===== src/rtl/vlan_cmd_pkg.sv =====
package vlan_cmd_pkg;
   localparam int VID_W         = 13;
   localparam int DB_W          = 8;
   localparam int REG_W         = 16;
   localparam int PORTS_PER_REG = 4;
   localparam int CODE_W        = 2;
   localparam int CODE_STRIDE   = 4;

   localparam int REG_OP    = 0;
   localparam int REG_VID   = 1;
   localparam int REG_DATA0 = 2;

   localparam int OP_BUSY   = 15;
   localparam int OP_FULL   = 4;
   localparam int VID_VALID = 12;
   localparam int VID_PAGE  = 13;

   typedef enum logic [2:0] {
      OPC_NOP   = 3'd0,
      OPC_FLUSH = 3'd1,
      OPC_LOAD  = 3'd3,
      OPC_NEXT  = 3'd4
   } opc_e;
endpackage


===== src/rtl/vlan_cmd_regs.sv =====
module vlan_cmd_regs
   import vlan_cmd_pkg::*;
#(
   parameter int NPORTS = 8,
   parameter int ADDR_W = 4,
   localparam int MEM_W = CODE_W * NPORTS
) (
   input  logic              clk,
   input  logic              rst_n,
   input  logic              host_we,
   input  logic [ADDR_W-1:0] host_addr,
   input  logic [REG_W-1:0]  host_wdata,
   output logic [REG_W-1:0]  host_rdata,
   output logic              cmd_start,
   output logic              busy,
   output opc_e              opcode,
   output logic [VID_W-1:0]  stg_vid,
   output logic              stg_valid,
   output logic [DB_W-1:0]   stg_db,
   output logic [MEM_W-1:0]  stg_mem,
   output logic              full,
   input  logic              eng_done,
   input  logic              full_set,
   input  logic              wb_en,
   input  logic [VID_W-1:0]  wb_vid,
   input  logic              wb_valid,
   input  logic [DB_W-1:0]   wb_db,
   input  logic [MEM_W-1:0]  wb_mem
);
   logic accept;
   logic unused_bits;

   assign accept      = host_we && !busy;
   assign cmd_start   = accept && (host_addr == ADDR_W'(REG_OP)) && host_wdata[OP_BUSY];
   assign unused_bits = ^host_wdata[7:6];

   always_ff @(posedge clk or negedge rst_n) begin
      if (!rst_n) begin
         busy      <= 1'b0;
         opcode    <= OPC_NOP;
         stg_vid   <= '0;
         stg_valid <= 1'b0;
         stg_db    <= '0;
         stg_mem   <= '0;
         full      <= 1'b0;
      end else begin
         if (accept) begin
            if (host_addr == ADDR_W'(REG_OP)) begin
               busy   <= host_wdata[OP_BUSY];
               opcode <= opc_e'(host_wdata[14:12]);
               stg_db <= {host_wdata[11:8], host_wdata[3:0]};
               if (host_wdata[OP_BUSY]) full <= 1'b0;
            end
            if (host_addr == ADDR_W'(REG_VID)) begin
               stg_vid   <= {host_wdata[VID_PAGE], host_wdata[11:0]};
               stg_valid <= host_wdata[VID_VALID];
            end
            for (int p = 0; p < NPORTS; p++) begin
               if (host_addr == ADDR_W'(REG_DATA0 + p / PORTS_PER_REG))
                  stg_mem[CODE_W*p +: CODE_W] <=
                     host_wdata[(p % PORTS_PER_REG)*CODE_STRIDE +: CODE_W];
            end
         end
         if (eng_done) begin
            busy <= 1'b0;
            if (full_set) full <= 1'b1;
            if (wb_en) begin
               stg_vid   <= wb_vid;
               stg_valid <= wb_valid;
               stg_db    <= wb_db;
               stg_mem   <= wb_mem;
            end
         end
      end
   end

   always_comb begin
      host_rdata = '0;
      if (host_addr == ADDR_W'(REG_OP)) begin
         host_rdata[OP_BUSY] = busy;
         host_rdata[14:12]   = opcode;
         host_rdata[11:8]    = stg_db[7:4];
         host_rdata[OP_FULL] = full;
         host_rdata[3:0]     = stg_db[3:0];
      end
      if (host_addr == ADDR_W'(REG_VID)) begin
         host_rdata[11:0]      = stg_vid[11:0];
         host_rdata[VID_VALID] = stg_valid;
         host_rdata[VID_PAGE]  = stg_vid[12];
      end
      for (int p = 0; p < NPORTS; p++) begin
         if (host_addr == ADDR_W'(REG_DATA0 + p / PORTS_PER_REG))
            host_rdata[(p % PORTS_PER_REG)*CODE_STRIDE +: CODE_W] = stg_mem[CODE_W*p +: CODE_W];
      end
   end
endmodule


===== src/rtl/vlan_cmd_table.sv =====
module vlan_cmd_table
   import vlan_cmd_pkg::*;
#(
   parameter int DEPTH = 16,
   parameter int MEM_W = 16,
   localparam int IDX_W = $clog2(DEPTH)
) (
   input  logic             clk,
   input  logic             rst_n,
   input  logic [IDX_W-1:0] rd_idx,
   output logic             rd_valid,
   output logic [VID_W-1:0] rd_vid,
   output logic [DB_W-1:0]  rd_db,
   output logic [MEM_W-1:0] rd_mem,
   input  logic             wr_en,
   input  logic [IDX_W-1:0] wr_idx,
   input  logic             wr_valid,
   input  logic [VID_W-1:0] wr_vid,
   input  logic [DB_W-1:0]  wr_db,
   input  logic [MEM_W-1:0] wr_mem,
   output logic [DEPTH-1:0] valid_vec
);
   logic [VID_W-1:0] vid_q [DEPTH];
   logic [DB_W-1:0]  db_q  [DEPTH];
   logic [MEM_W-1:0] mem_q [DEPTH];

   always_ff @(posedge clk or negedge rst_n) begin
      if (!rst_n) valid_vec <= '0;
      else if (wr_en) valid_vec[wr_idx] <= wr_valid;
   end

   always_ff @(posedge clk) begin
      if (wr_en && wr_valid) begin
         vid_q[wr_idx] <= wr_vid;
         db_q[wr_idx]  <= wr_db;
         mem_q[wr_idx] <= wr_mem;
      end
   end

   assign rd_valid = valid_vec[rd_idx];
   assign rd_vid   = vid_q[rd_idx];
   assign rd_db    = db_q[rd_idx];
   assign rd_mem   = mem_q[rd_idx];
endmodule


===== src/rtl/vlan_cmd_seq.sv =====
module vlan_cmd_seq
   import vlan_cmd_pkg::*;
#(
   parameter int DEPTH = 16,
   parameter int MEM_W = 16,
   localparam int IDX_W = $clog2(DEPTH)
) (
   input  logic             clk,
   input  logic             rst_n,
   input  logic             cmd_start,
   input  opc_e             opcode,
   input  logic [VID_W-1:0] stg_vid,
   input  logic             stg_valid,
   input  logic [DB_W-1:0]  stg_db,
   input  logic [MEM_W-1:0] stg_mem,
   output logic [IDX_W-1:0] rd_idx,
   input  logic             rd_valid,
   input  logic [VID_W-1:0] rd_vid,
   input  logic [DB_W-1:0]  rd_db,
   input  logic [MEM_W-1:0] rd_mem,
   output logic             wr_en,
   output logic [IDX_W-1:0] wr_idx,
   output logic             wr_valid,
   output logic [VID_W-1:0] wr_vid,
   output logic [DB_W-1:0]  wr_db,
   output logic [MEM_W-1:0] wr_mem,
   output logic             done,
   output logic             full_set,
   output logic             wb_en,
   output logic [VID_W-1:0] wb_vid,
   output logic             wb_valid,
   output logic [DB_W-1:0]  wb_db,
   output logic [MEM_W-1:0] wb_mem
);
   logic             run_q, found_q, hit_q, free_q;
   logic [IDX_W-1:0] idx_q, hit_idx_q, free_idx_q;
   logic [VID_W-1:0] best_vid_q;
   logic [DB_W-1:0]  best_db_q;
   logic [MEM_W-1:0] best_mem_q;

   logic             cand, slot_hit, slot_free, last;
   logic             n_found, n_hit, n_free;
   logic [IDX_W-1:0] n_hit_idx, n_free_idx;
   logic [VID_W-1:0] n_best_vid;
   logic [DB_W-1:0]  n_best_db;
   logic [MEM_W-1:0] n_best_mem;

   assign rd_idx    = idx_q;
   assign last      = run_q && (idx_q == IDX_W'(DEPTH - 1));
   assign cand      = rd_valid && (rd_vid > stg_vid) && (!found_q || rd_vid < best_vid_q);
   assign slot_hit  = rd_valid && (rd_vid == stg_vid);
   assign slot_free = !rd_valid;

   assign n_found    = found_q | cand;
   assign n_best_vid = cand ? rd_vid : best_vid_q;
   assign n_best_db  = cand ? rd_db  : best_db_q;
   assign n_best_mem = cand ? rd_mem : best_mem_q;
   assign n_hit      = hit_q | slot_hit;
   assign n_hit_idx  = hit_q ? hit_idx_q : idx_q;
   assign n_free     = free_q | slot_free;
   assign n_free_idx = free_q ? free_idx_q : idx_q;

   always_ff @(posedge clk or negedge rst_n) begin
      if (!rst_n) begin
         run_q      <= 1'b0;
         idx_q      <= '0;
         found_q    <= 1'b0;
         hit_q      <= 1'b0;
         free_q     <= 1'b0;
         hit_idx_q  <= '0;
         free_idx_q <= '0;
         best_vid_q <= '0;
         best_db_q  <= '0;
         best_mem_q <= '0;
      end else if (cmd_start) begin
         run_q   <= 1'b1;
         idx_q   <= '0;
         found_q <= 1'b0;
         hit_q   <= 1'b0;
         free_q  <= 1'b0;
      end else if (run_q) begin
         found_q    <= n_found;
         best_vid_q <= n_best_vid;
         best_db_q  <= n_best_db;
         best_mem_q <= n_best_mem;
         hit_q      <= n_hit;
         hit_idx_q  <= n_hit_idx;
         free_q     <= n_free;
         free_idx_q <= n_free_idx;
         if (last) run_q <= 1'b0;
         else      idx_q <= idx_q + 1'b1;
      end
   end

   always_comb begin
      wr_en    = 1'b0;
      wr_idx   = idx_q;
      wr_valid = 1'b0;
      full_set = 1'b0;
      if (run_q && opcode == OPC_FLUSH) begin
         wr_en = 1'b1;
      end
      if (last && opcode == OPC_LOAD) begin
         if (n_hit) begin
            wr_en    = 1'b1;
            wr_idx   = n_hit_idx;
            wr_valid = stg_valid;
         end else if (stg_valid && n_free) begin
            wr_en    = 1'b1;
            wr_idx   = n_free_idx;
            wr_valid = 1'b1;
         end else if (stg_valid) begin
            full_set = 1'b1;
         end
      end
   end

   assign wr_vid   = stg_vid;
   assign wr_db    = stg_db;
   assign wr_mem   = stg_mem;
   assign done     = last;
   assign wb_en    = last && (opcode == OPC_NEXT);
   assign wb_valid = n_found;
   assign wb_vid   = n_found ? n_best_vid : '1;
   assign wb_db    = n_found ? n_best_db  : stg_db;
   assign wb_mem   = n_found ? n_best_mem : stg_mem;
endmodule


===== src/rtl/vlan_cmd_engine.sv =====
module vlan_cmd_engine
   import vlan_cmd_pkg::*;
#(
   parameter int DEPTH  = 16,
   parameter int NPORTS = 8,
   parameter int ADDR_W = 4
) (
   input  logic              clk,
   input  logic              rst_n,
   input  logic              host_we,
   input  logic [ADDR_W-1:0] host_addr,
   input  logic [REG_W-1:0]  host_wdata,
   output logic [REG_W-1:0]  host_rdata
);
   localparam int MEM_W = CODE_W * NPORTS;
   localparam int IDX_W = $clog2(DEPTH);
   localparam int NDREG = (NPORTS + PORTS_PER_REG - 1) / PORTS_PER_REG;

   if (DEPTH < 2) begin : g_bad_depth
      $error("vlan_cmd_engine: DEPTH must be at least 2");
   end
   if (NPORTS < 1) begin : g_bad_ports
      $error("vlan_cmd_engine: NPORTS must be at least 1");
   end
   if (REG_DATA0 + NDREG > (1 << ADDR_W)) begin : g_bad_addr
      $error("vlan_cmd_engine: ADDR_W too small for the data registers");
   end

   logic             start_w, busy_w, stg_valid_w, full_w, done_w, full_set_w;
   opc_e             opc_w;
   logic [VID_W-1:0] stg_vid_w, wb_vid_w, rd_vid_w, wr_vid_w;
   logic [DB_W-1:0]  stg_db_w, wb_db_w, rd_db_w, wr_db_w;
   logic [MEM_W-1:0] stg_mem_w, wb_mem_w, rd_mem_w, wr_mem_w;
   logic             wb_en_w, wb_valid_w, rd_valid_w, wr_en_w, wr_valid_w;
   logic [IDX_W-1:0] rd_idx_w, wr_idx_w;
   logic [DEPTH-1:0] valid_vec_w;

   vlan_cmd_regs #(.NPORTS(NPORTS), .ADDR_W(ADDR_W)) u_regs (
      .clk(clk), .rst_n(rst_n),
      .host_we(host_we), .host_addr(host_addr), .host_wdata(host_wdata), .host_rdata(host_rdata),
      .cmd_start(start_w), .busy(busy_w), .opcode(opc_w),
      .stg_vid(stg_vid_w), .stg_valid(stg_valid_w), .stg_db(stg_db_w), .stg_mem(stg_mem_w),
      .full(full_w), .eng_done(done_w), .full_set(full_set_w),
      .wb_en(wb_en_w), .wb_vid(wb_vid_w), .wb_valid(wb_valid_w), .wb_db(wb_db_w), .wb_mem(wb_mem_w)
   );

   vlan_cmd_seq #(.DEPTH(DEPTH), .MEM_W(MEM_W)) u_seq (
      .clk(clk), .rst_n(rst_n), .cmd_start(start_w), .opcode(opc_w),
      .stg_vid(stg_vid_w), .stg_valid(stg_valid_w), .stg_db(stg_db_w), .stg_mem(stg_mem_w),
      .rd_idx(rd_idx_w), .rd_valid(rd_valid_w), .rd_vid(rd_vid_w), .rd_db(rd_db_w), .rd_mem(rd_mem_w),
      .wr_en(wr_en_w), .wr_idx(wr_idx_w), .wr_valid(wr_valid_w),
      .wr_vid(wr_vid_w), .wr_db(wr_db_w), .wr_mem(wr_mem_w),
      .done(done_w), .full_set(full_set_w),
      .wb_en(wb_en_w), .wb_vid(wb_vid_w), .wb_valid(wb_valid_w), .wb_db(wb_db_w), .wb_mem(wb_mem_w)
   );

   vlan_cmd_table #(.DEPTH(DEPTH), .MEM_W(MEM_W)) u_table (
      .clk(clk), .rst_n(rst_n),
      .rd_idx(rd_idx_w), .rd_valid(rd_valid_w), .rd_vid(rd_vid_w), .rd_db(rd_db_w), .rd_mem(rd_mem_w),
      .wr_en(wr_en_w), .wr_idx(wr_idx_w), .wr_valid(wr_valid_w),
      .wr_vid(wr_vid_w), .wr_db(wr_db_w), .wr_mem(wr_mem_w),
      .valid_vec(valid_vec_w)
   );
endmodule


===== config.mk =====
export PLATFORM = sky130hd
export DESIGN_NAME = vlan_cmd_engine
export DESIGN_NICKNAME = d
export VERILOG_FILES = /design/src/rtl/vlan_cmd_pkg.sv /design/src/rtl/vlan_cmd_regs.sv /design/src/rtl/vlan_cmd_table.sv /design/src/rtl/vlan_cmd_seq.sv /design/src/rtl/vlan_cmd_engine.sv
export SDC_FILE = /design/constraint.sdc
export NUM_CORES = 1
export LEC_CHECK = 0
export ABC_CLOCK_PERIOD_IN_PS = 9100
export BUFFER_PORTS_ARGS = -buffer_cell sky130_fd_sc_hd__buf_2
export CAP_MARGIN = 5
export CORE_ASPECT_RATIO = 1.4
export CORE_MARGIN = 2
export CORE_UTILIZATION = 63
export CTS_CLUSTER_DIAMETER = 50
export DETAILED_ROUTE_END_ITERATION = 8
export PLACE_DENSITY = 0.88
export SYNTH_ARGS = -nofsm -noshare
export SYNTH_HDL_FRONTEND = slang
export SYNTH_SLANG_ARGS = --single-unit

===== constraint.sdc =====
create_clock -name clk -period 9.1 [get_ports clk]
set_input_delay 0.91 -clock clk [delete_from_list [all_inputs] [get_ports clk]]
set_output_delay 0.91 -clock clk [all_outputs]
set_load 0.05 [all_outputs]

; Word-level counts from Yosys, hierarchy flattened
; Memories as Yosys holds them, arrays and structs flattened.
; Index checks and enable logic that the tools add are counted.
; Widths: inputs -> output; s select.
[classes]
add_sub_neg = 1
order_cmp = 5
n_eq_ne = 10
mux = 83
bitwise_logic = 4
reduce_logical = 25
[op_table]
columns = cell, count
row1 = $mux 16, 5
row2 = $mux 13, 6
row3 = $mux 8, 7
row4 = $mux 1, 36
row5 = $mux 2, 16
row6 = $mux 4, 8
row7 = $bwmux 16, 1
row8 = $mux 14, 1
row9 = $eq 13x13->1, 1
row10 = $gt 13x13->1, 1
row11 = $logic_and 1x1->1, 13
row12 = $lt 13x13->1, 1
row13 = $lt 4x5->1 const B, 2
row14 = $eq 4x2->1 const B, 2
row15 = $reduce_and 2->1, 4
row16 = $reduce_bool 2->1, 3
row17 = $mux 5, 1
row18 = $add 4x1->4 const B, 1
row19 = $bmux 1 s4, 1
row20 = $demux 1 s4, 1
row21 = $eq 4x1->1 const B, 1
row22 = $eq 4x4->1 const B, 1
row23 = $ge 4x1->1 const B, 1
row24 = $logic_not 4->1, 1
row25 = 9 further kinds, 13
[totals]
regBits = 112
mem_bits_rw = 592
word_cells = 149
mem_count = 3
[memory_table]
columns = name, words, width, read_ports, rd_ports_with_merged_regs, wr, line_no
row1 = u_table.mem_q, 16, 16, 1, 0, 1, vlan_cmd_table.sv:25  ; logic [MEM_W-1:0] mem_q [DEPTH];
row2 = u_table.vid_q, 16, 13, 1, 0, 1, vlan_cmd_table.sv:23  ; logic [VID_W-1:0] vid_q [DEPTH];
row3 = u_table.db_q, 16, 8, 1, 0, 1, vlan_cmd_table.sv:24  ; logic [DB_W-1:0] db_q [DEPTH];

; Depth between registers and ports, before layout
; Gate-level depths: netlist (run 1).
[logic_depth]
depth_word = 13
mapped_depth = 16

; By module
; A second synthesis (run 1) with hierarchy kept.
[unflattened]
cells_unflattened = 1692
area_unflattened_um2 = 29559.6
[by_module_without_submodules]
columns = mod, n_inst, cells_per_inst, area_each_um2, seq_area_each_um2
row1 = vlan_cmd_table, 1, 996, 22978.3, 18177.4
row2 = vlan_cmd_seq, 1, 433, 4081.4, 1326.3
row3 = vlan_cmd_regs, 1, 263, 2499.9, 1076.0

; Worst setup path before layout (run 1)
; No wires, ideal clock.
[synth_path]
path_type = register to register
startpoint = reg u_seq.idx_q[0] (netlist: u_seq.rd_idx[0])
endpoint = mem u_table.db_q[2][0], enable pin
setup_ns = 0.431
arrival_time_ns = 5.861
path_slack_ns = 2.808
path_stages_with_launch = 15
path_buffers = 4
synth_period_minus_slack_ns = 6.292
cell_sequence = dfrtp_1 buf_2 clkbuf_1 buf_1 mux4_2 mux4_2 ha_1 nand3_1 nor4_1 and4_1 o31ai_1 mux2_2 or2_2 clkbuf_1 nor2_1
[synth_between]
elab_chain_len = 11
[synth_lines]
columns = item, line_no
row1 = from (decl), vlan_cmd_seq.sv:36  ; logic [IDX_W-1:0] idx_q, hit_idx_q, free_idx_q;
row2 = from (signal assigned), vlan_cmd_seq.sv:91  ; else idx_q <= idx_q + 1'b1;
row3 = branches (longest 11 deep; another with $mem_v2 16x13), n/a
row4 = to (decl), vlan_cmd_table.sv:24
; Parallel ways; which one is timed is not known. The select of a mux whose other input is x is not followed.

; Worst setup path after layout (run 1)
[layout_path]
startpoint = reg u_seq.idx_q[0] (netlist: u_seq.rd_idx[0])
endpoint = mem u_table.vid_q[9][0], enable pin
[layout_between]
elab_chain_len = 11
[layout_lines]
columns = item, line_no
row1 = branches (longest 11 deep; another with $mem_v2 16x13), n/a
row2 = to (decl), vlan_cmd_table.sv:23
; Parallel ways; which one is timed is not known. The select of a mux whose other input is x is not followed.

==> flow_summary.ini, run 1 <==
[routing]
antenna_left = 0
via_per_inst = 7.523
vias = 16513
wl_mm = 79.25
drc = 0
wire_per_inst_microns = 36.11
firstDrtPassIters = 6
drtIter0Drc = 2679

[logic_synthesis]
yosysMostFrequentCell = edfxtp_1
synth_top_area_share = 0.6205
yosysSeqAreaShare = 0.7183
yosysTopAreaCell = edfxtp_1
synth_seq_cells = 704
synthTopCellsByCount = 592 x edfxtp_1, 185 x mux4_2, 112 x dfrtp_1
synth.avg_cell_area_sq_um = 19.29
netlist_area_sq_um = 28650
syn_nets = 1534
synth.area.top_cells = edfxtp_1 62%, mux4_2 15%, dfrtp_1 9.8%
synth_ff_type = edfxtp_1
syn_inst = 1485
synth_warnings = 0
synth-edff-count = 592
synthArstFlopShare = 0.1591
synthDistinctLibCells = 57

[final_layout]
drive_above_1_share = 0.2506
area_growth_pct = 10.60
multi_input_area_sq_um = 7682
diodes = 0
fillCellCount = 2398
final_area_sq_um = 31690
fin_nets = 1580
register_area_sq_um = 20590

[clocking]
ctsResizeCount = 0
htreeDepth = 2
clk_pin_slew_ps = 70
cts_setup_buffers = 0
insertion_delay_ps = 630
cts_made_buffers = 61
clockRootBuffer = clkbuf_16
cts_tree = yes
cts.sinks = 704
cts_hold_buf = 0
clockBufferDepth = 3

[worst_setup_path]
crit_path_end_kind = register
required_ps = 9400
path_buf_inv = 2
critPathMaxFanout = 41
arrival_ps = 7400
critical_path.cell_chain = buf_4 -> mux4_2 -> mux4_2 -> ha_1 -> nand4_1 -> nor4_1 -> and4_1 -> nor4_1 -> o31ai_1 -> nand2_1 -> nor2_4 -> buf_4
slowest_delay_ps = 1010
cp_top_family = simple AND/OR/NAND/NOR gates
criticalPathCategory = reg2reg
slowest_stage = nor2_4
critPathLaunchType = register

[die]
core-area_sq_um = 45010
rows = 92
initial_utilization = 0.6366
fp.dieH_microns = 256.3
die_area_sq_um = 47220
die_w_microns = 184.2
num_io_pins = 39

[job]
maxCapViolCount = 0

[sta]
finalCriticalPeriod_ps = 7096
worstMarginPinSlew_ps = 1400
clock_skew_ps = 16.48
hold_violations = 0
maxSlewHeadroom = 0.06415
fin_crit_sh = 0.7797
rsz0062_at_grt = false
hold_slack_ps = 493.9
timing.fmax_mhz = 140.9
setup_viol = 0
drv_slew = 0
tns_ps = 0
layout_setup_ws_ps = 2004

[placement]
dp_hpwl_mm = 40.31
io_buffer_count = 38
placed_area_sq_um = 29620
gp_congestion = 0.9317
post-place-ws_ps = 2310

[power]
leakage_nw = 10.70
power.density_nw_per_um2 = 326.2
ir_worst_vdd_uv = 243.7

[worst_hold_path]
min_path_type = reg2reg

[global_routing]
grt_start_max_net_pins = 104
grt_pass1_wl_mm = 117.1
grt_antenna_before_repair = 0
grt_pass1_vias = 17034
grt_overflow = 0
grt_usage = 0.3493

[outcome]
status = completed
cell families after synthesis:
group	count (synthesis)	synth area share
AO/OA/AOI/OAI	197	0.04249
XOR/XNOR	2	0.0006115
adder cells (fa/ha/maj)	26	0.01135
buffers and inverters	123	0.01808
flip-flops	704	0.7183
multiplexers	282	0.1814
AND/OR/NAND/NOR	151	0.02778
where the power goes:
| group | internal [mW] | switching (mW) | total, mW |
|---|---|---|---|
| Sequential | 4.08 | 0.659 | 4.74 |
| Clock | 1.50 | 1.22 | 2.72 |
| Combinational | 1.33 | 1.55 | 2.88 |
per-layer routing:
layer / vias to the layer above / wire, microns / track usage
met5: - / 0 / 0
met2: 1674 / 39390 / 0.5589
met1: 8345 / 25600 / 0.4579
met4: 0 / 4649 / 0.1762
li1: 6147 / - / -
met3: 347 / 9614 / 0.07811
through the flow:
| step | util | std cells | total power, mW |
|---|---|---|---|
| finish | 0.7040 | 2195 | 10.34 |
| global route | 0.7040 | 2195 | 10.62 |
| CTS | 0.7040 | 2195 | 10.27 |
| detailed placement | 0.6581 | 2079 | 7.448 |
| global placement | 0.6581 | 2079 | 7.313 |
| floorplan | - | 1485 | 6.557 |
worst register-to-register path, delay by kind of cell, from the launching register on:
kind / cells / cell delay, ps
and+or+nand+nor: 6 / 2740
DFF: 1 / 680
AOI/OAI and AO/OA: 1 / 540
adders and majority gates: 1 / 340
buffers and inverters: 2 / 1200
muxes: 2 / 1260
worst paths after layout:
path / start / to / slack, ps / cells past startpoint
setup / recovery: u_seq.rd_idx[0] / u_table.vid_q[9][0] / 2000 / 12
hold / removal: u_table.valid_vec[13] / u_table.valid_vec[13] / 490 / 1
setup reg to reg: u_seq.rd_idx[0] / u_table.vid_q[9][0] / 2000 / 12
hold reg to reg: u_table.valid_vec[13] / u_table.valid_vec[13] / 490 / 1
max in group asynchronous: rst_n / u_seq.best_mem_q[3] / 7370 / 2
min in group asynchronous: rst_n / u_seq.best_vid_q[11] / 510 / 1
layout make-up:
| class | count | share of cell area |
|---|---|---|
| Clock buffer | 82 | 0.05256 |
| Tap cell | 611 | 0.02413 |
| Multi-Input combinational cell | 658 | 0.2424 |
| Timing Repair Buffer | 68 | 0.01398 |
| Clock inverter | 34 | 0.01264 |
| Inverter | 38 | 0.004501 |
| Sequential cell | 704 | 0.6498 |
state kept, by name (all words and copies together), names as in the netlist, 8 cells and up:
name,flops
u_table.db_q,128
u_seq.best_vid_q,13
u_table.valid_vec,16
u_table.mem_q,256
u_seq.best_db_q,8
u_seq.best_mem_q,16
u_table.vid_q,208
u_regs.stg_vid,13
u_regs.stg_db,8
u_regs.stg_mem,16
placed cells by master, fill, tap and decap left out, types with 13 or more instances in the layout:
master,Yosys,layout
edfxtp_1,592,592
mux4_2,185,185
dfrtp_1,112,109
a21oi_1,69,69
clkbuf_16,0,61
mux2i_1,50,50
inv_1,38,37
buf_2,11,37
o21ai_0,35,35
nand2b_1,29,29
mux2_1,29,29
buf_4,1,29
a22oi_1,28,28
o22ai_1,27,27
nor2_1,42,26
ha_1,26,26
nand2_1,24,24
mux2_2,18,18
nor2_4,0,16
clkbuf_1,54,15
clkinv_2,0,14
nand3_1,13,13
Note: power is estimated with default switching activity, not from simulation.
==> run 2: changes to the inputs <==
--- a/config.mk
+++ b/config.mk
@@ -5,7 +5,8 @@
 export SDC_FILE = /design/constraint.sdc
 export NUM_CORES = 1
 export LEC_CHECK = 0
-export ABC_CLOCK_PERIOD_IN_PS = 9100
+export ABC_AREA = 1
+export ABC_CLOCK_PERIOD_IN_PS = 7200
 export BUFFER_PORTS_ARGS = -buffer_cell sky130_fd_sc_hd__buf_2
 export CAP_MARGIN = 5
 export CORE_ASPECT_RATIO = 1.4
==> constraint.sdc (replaced) <==
create_clock -name clk -period 7.2 [get_ports clk]
set_input_delay 0.72 -clock clk [delete_from_list [all_inputs] [get_ports clk]]
set_output_delay 0.72 -clock clk [all_outputs]
set_load 0.05 [all_outputs]
==> run 2 against run 1 <==
Flip-flop and latch count unchanged. Global-route usage down 1.6 points. Sequential power up 25%. Critical endpoint is now u_table.db_q[0][6]. Register-to-register slack worse by 410 ps.
==> flow_summary.ini, run 2 <==
[die]
die_area_sq_um = 49740
die_w_microns = 189.1
fp.dieH_microns = 263.1
initial_utilization = 0.6404
rows = 94
num_io_pins = 39
core-area_sq_um = 47160

[placement]
gp_congestion = 0.9922
dp_hpwl_mm = 46.82
post-place-ws_ps = 1902
io_buffer_count = 38

[logic_synthesis]
netlist_area_sq_um = 30210
yosysSeqAreaShare = 0.6813
yosysMostFrequentCell = edfxtp_1
synth_warnings = 0
synth_seq_cells = 704
synth.avg_cell_area_sq_um = 11.40
synthArstFlopShare = 0.1591
syn_inst = 2650
syn_nets = 2699
synth-edff-count = 592
synth.area.top_cells = edfxtp_1 59%, dfrtp_1 9.3%, nand2_1 6.3%
yosysTopAreaCell = edfxtp_1
synthDistinctLibCells = 43
synth_ff_type = edfxtp_1
synth_top_area_share = 0.5885
synthTopCellsByCount = 592 x edfxtp_1, 505 x nand2_1, 327 x nor2_1

[final_layout]
reg_top3 = u_table.mem_q (256), u_table.vid_q (208), u_table.db_q (128)
regMostFlops = u_table.mem_q
diodes = 0
layout_common_cells = 592 x edfxtp_1, 505 x nand2_1, 324 x o21ai_0, 317 x nor2_1, 113 x nand3_1
drive_above_1_share = 0.09877
fillCellCount = 2887
area_growth_pct = 8.964
layout_commonest_cell = edfxtp_1
fin_nets = 2672
largest_reg_flops = 256

[clocking]
insertion_delay_ps = 630
clk_pin_slew_ps = 70
cts_setup_buffers = 0
cts.sinks = 704
cts_made_buffers = 59
cts_tree = yes
cts_hold_buf = 0
clockRootBuffer = clkbuf_16
clockBufferDepth = 3
htreeDepth = 2
ctsResizeCount = 0

[routing]
drc = 0
firstDrtPassIters = 8
vias = 22044
wire_per_inst_microns = 25.23
via_per_inst = 6.686
drtIter0Drc = 3384
antenna_left = 0
wl_mm = 83.20

[worst_hold_path]
min_path_type = in2async

[global_routing]
grt_pass1_wl_mm = 125.5
grt_pass1_vias = 21881
grt_antenna_before_repair = 0
grt_usage = 0.3334
grt_start_max_net_pins = 233
grt_overflow = 0

[worst_setup_path]
arrival_ps = 5860
critical_path.cell_chain = buf_12 -> o21ai_0 -> o221ai_1 -> nand3_1 -> nand2_1 -> ha_1 -> nand2_1 -> nor2_1 -> nand4_1 -> nor2_1 -> nand2_4 -> nand2_4 -> inv_4 -> nand3_1 -> nand2_1 -> nand2_2 -> nand2_2 -> nor2_2 -> nand3_1 -> inv_2 -> buf_4
critPathLaunchType = register
slowest_delay_ps = 580
crit_path_end_kind = register
criticalPathCategory = reg2reg
slowest_stage = dfrtp_4
required_ps = 7460
critPathMaxFanout = 232

[sta]
drv_slew = 0
layout_setup_ws_ps = 1599
setup_viol = 0
clock_skew_ps = 27.12
timing.fmax_mhz = 178.5
rsz0062_at_grt = false
worstMarginPinSlew_ps = 1290
finalCriticalPeriod_ps = 5601
maxSlewHeadroom = 0.1398
fin_crit_sh = 0.7779
tns_ps = 0
hold_violations = 0

[job]
maxCapViolCount = 0

[power]
power.density_nw_per_um2 = 426.9
ir_worst_vdd_uv = 464.8
leakage_nw = 12.03

[outcome]
status = completed
## run 2: changes by cell type after synthesis, sizes merged, moves of 31 or more
cell,previous run,this run
clkbuf,55,118
mux2i,50,0
o21ai,36,342
a21oi,69,38
nand2,24,518
nor2,42,335
o221ai,0,99
mux2,47,0
nand3,14,148
inv,38,130
o211ai,1,68
mux4,185,0
## run 2: final timing paths
path                       cells after the start  slack [ps]                  start                     to
max reg2reg                                   21        1600        u_seq.rd_idx[0]     u_table.db_q[0][6]
max                                           21        1600        u_seq.rd_idx[0]     u_table.db_q[0][6]
min in group clk                               3         330         host_wdata[14]       u_regs.opcode[2]
max in group asynchronous                      2        5690                  rst_n        u_seq.rd_idx[1]
min reg2reg                                    2         470  u_table.valid_vec[13]  u_table.valid_vec[13]
min                                            1         170                  rst_n            u_seq.run_q
## run 2: layer usage
metal	vias up	track usage	share of wire
met1	10572	0.4152	0.33
li1	9424	-	-
met4	0	0.2340	0.075
met3	363	0.05199	0.11
met2	1685	0.5366	0.48
met5	-	0	0
## run 2: cell type report
cell class              count  area (sq um)  area share
clock inverters            37         394.1     0.01197
inverters                 131         504.2     0.01532
flip-flops and latches    704         20590      0.6257
well taps                 624         780.7     0.02372
clock buffers              74          1584     0.04813
multi-input cells        1649          8439      0.2564
repair buffers             78         618.1     0.01878
## run 2: through the flow
step | power [mW] | cell area [sq um] | hold WS (ps) | std cells | util
final | 14.05 | 32910 | 167.7 | 3297 | 0.6979
after global routing | 14.59 | 32910 | 221.9 | 3297 | 0.6979
after CTS | 13.88 | 32910 | 177.2 | 3297 | 0.6979
after detailed placement | 10.56 | 30930 | 458.5 | 3186 | 0.6559
after global placement | 10.33 | 30930 | 455.1 | 3186 | 0.6559
after floorplan | 8.993 | 30210 | 424.4 | 2650 | -
## run 2: cells by family (layout without fill, tap and decap cells)
kind of cell    count (synthesis)  count (layout)  synth area share
fa+ha+maj                      26              26           0.01077
simple gates                 1014            1014            0.1430
xor+xnor                        1               1         0.0002900
flops                         704             704            0.6813
buf+inv                       297             320           0.04204
compound gates                608             608            0.1226
## run 2: worst max-delay path: cells and delay by family, from the launching register on
family                   cells  cell delay, ps
buffers and inverters        4            1440
flip-flops                   1             580
adder cells (fa/ha/maj)      1             180
AO/OA/AOI/OAI                2             620
AND/OR/NAND/NOR             14            1990
## run 2: power by group
group	total, mW	switching [mW]	leakage [nW]	internal (mW)
clock network	3.29	1.47	0.969	1.82
logic	4.83	3.48	4.28	1.35
registers	5.93	0.803	6.78	5.12
total	14.1	5.75	12.0	8.30
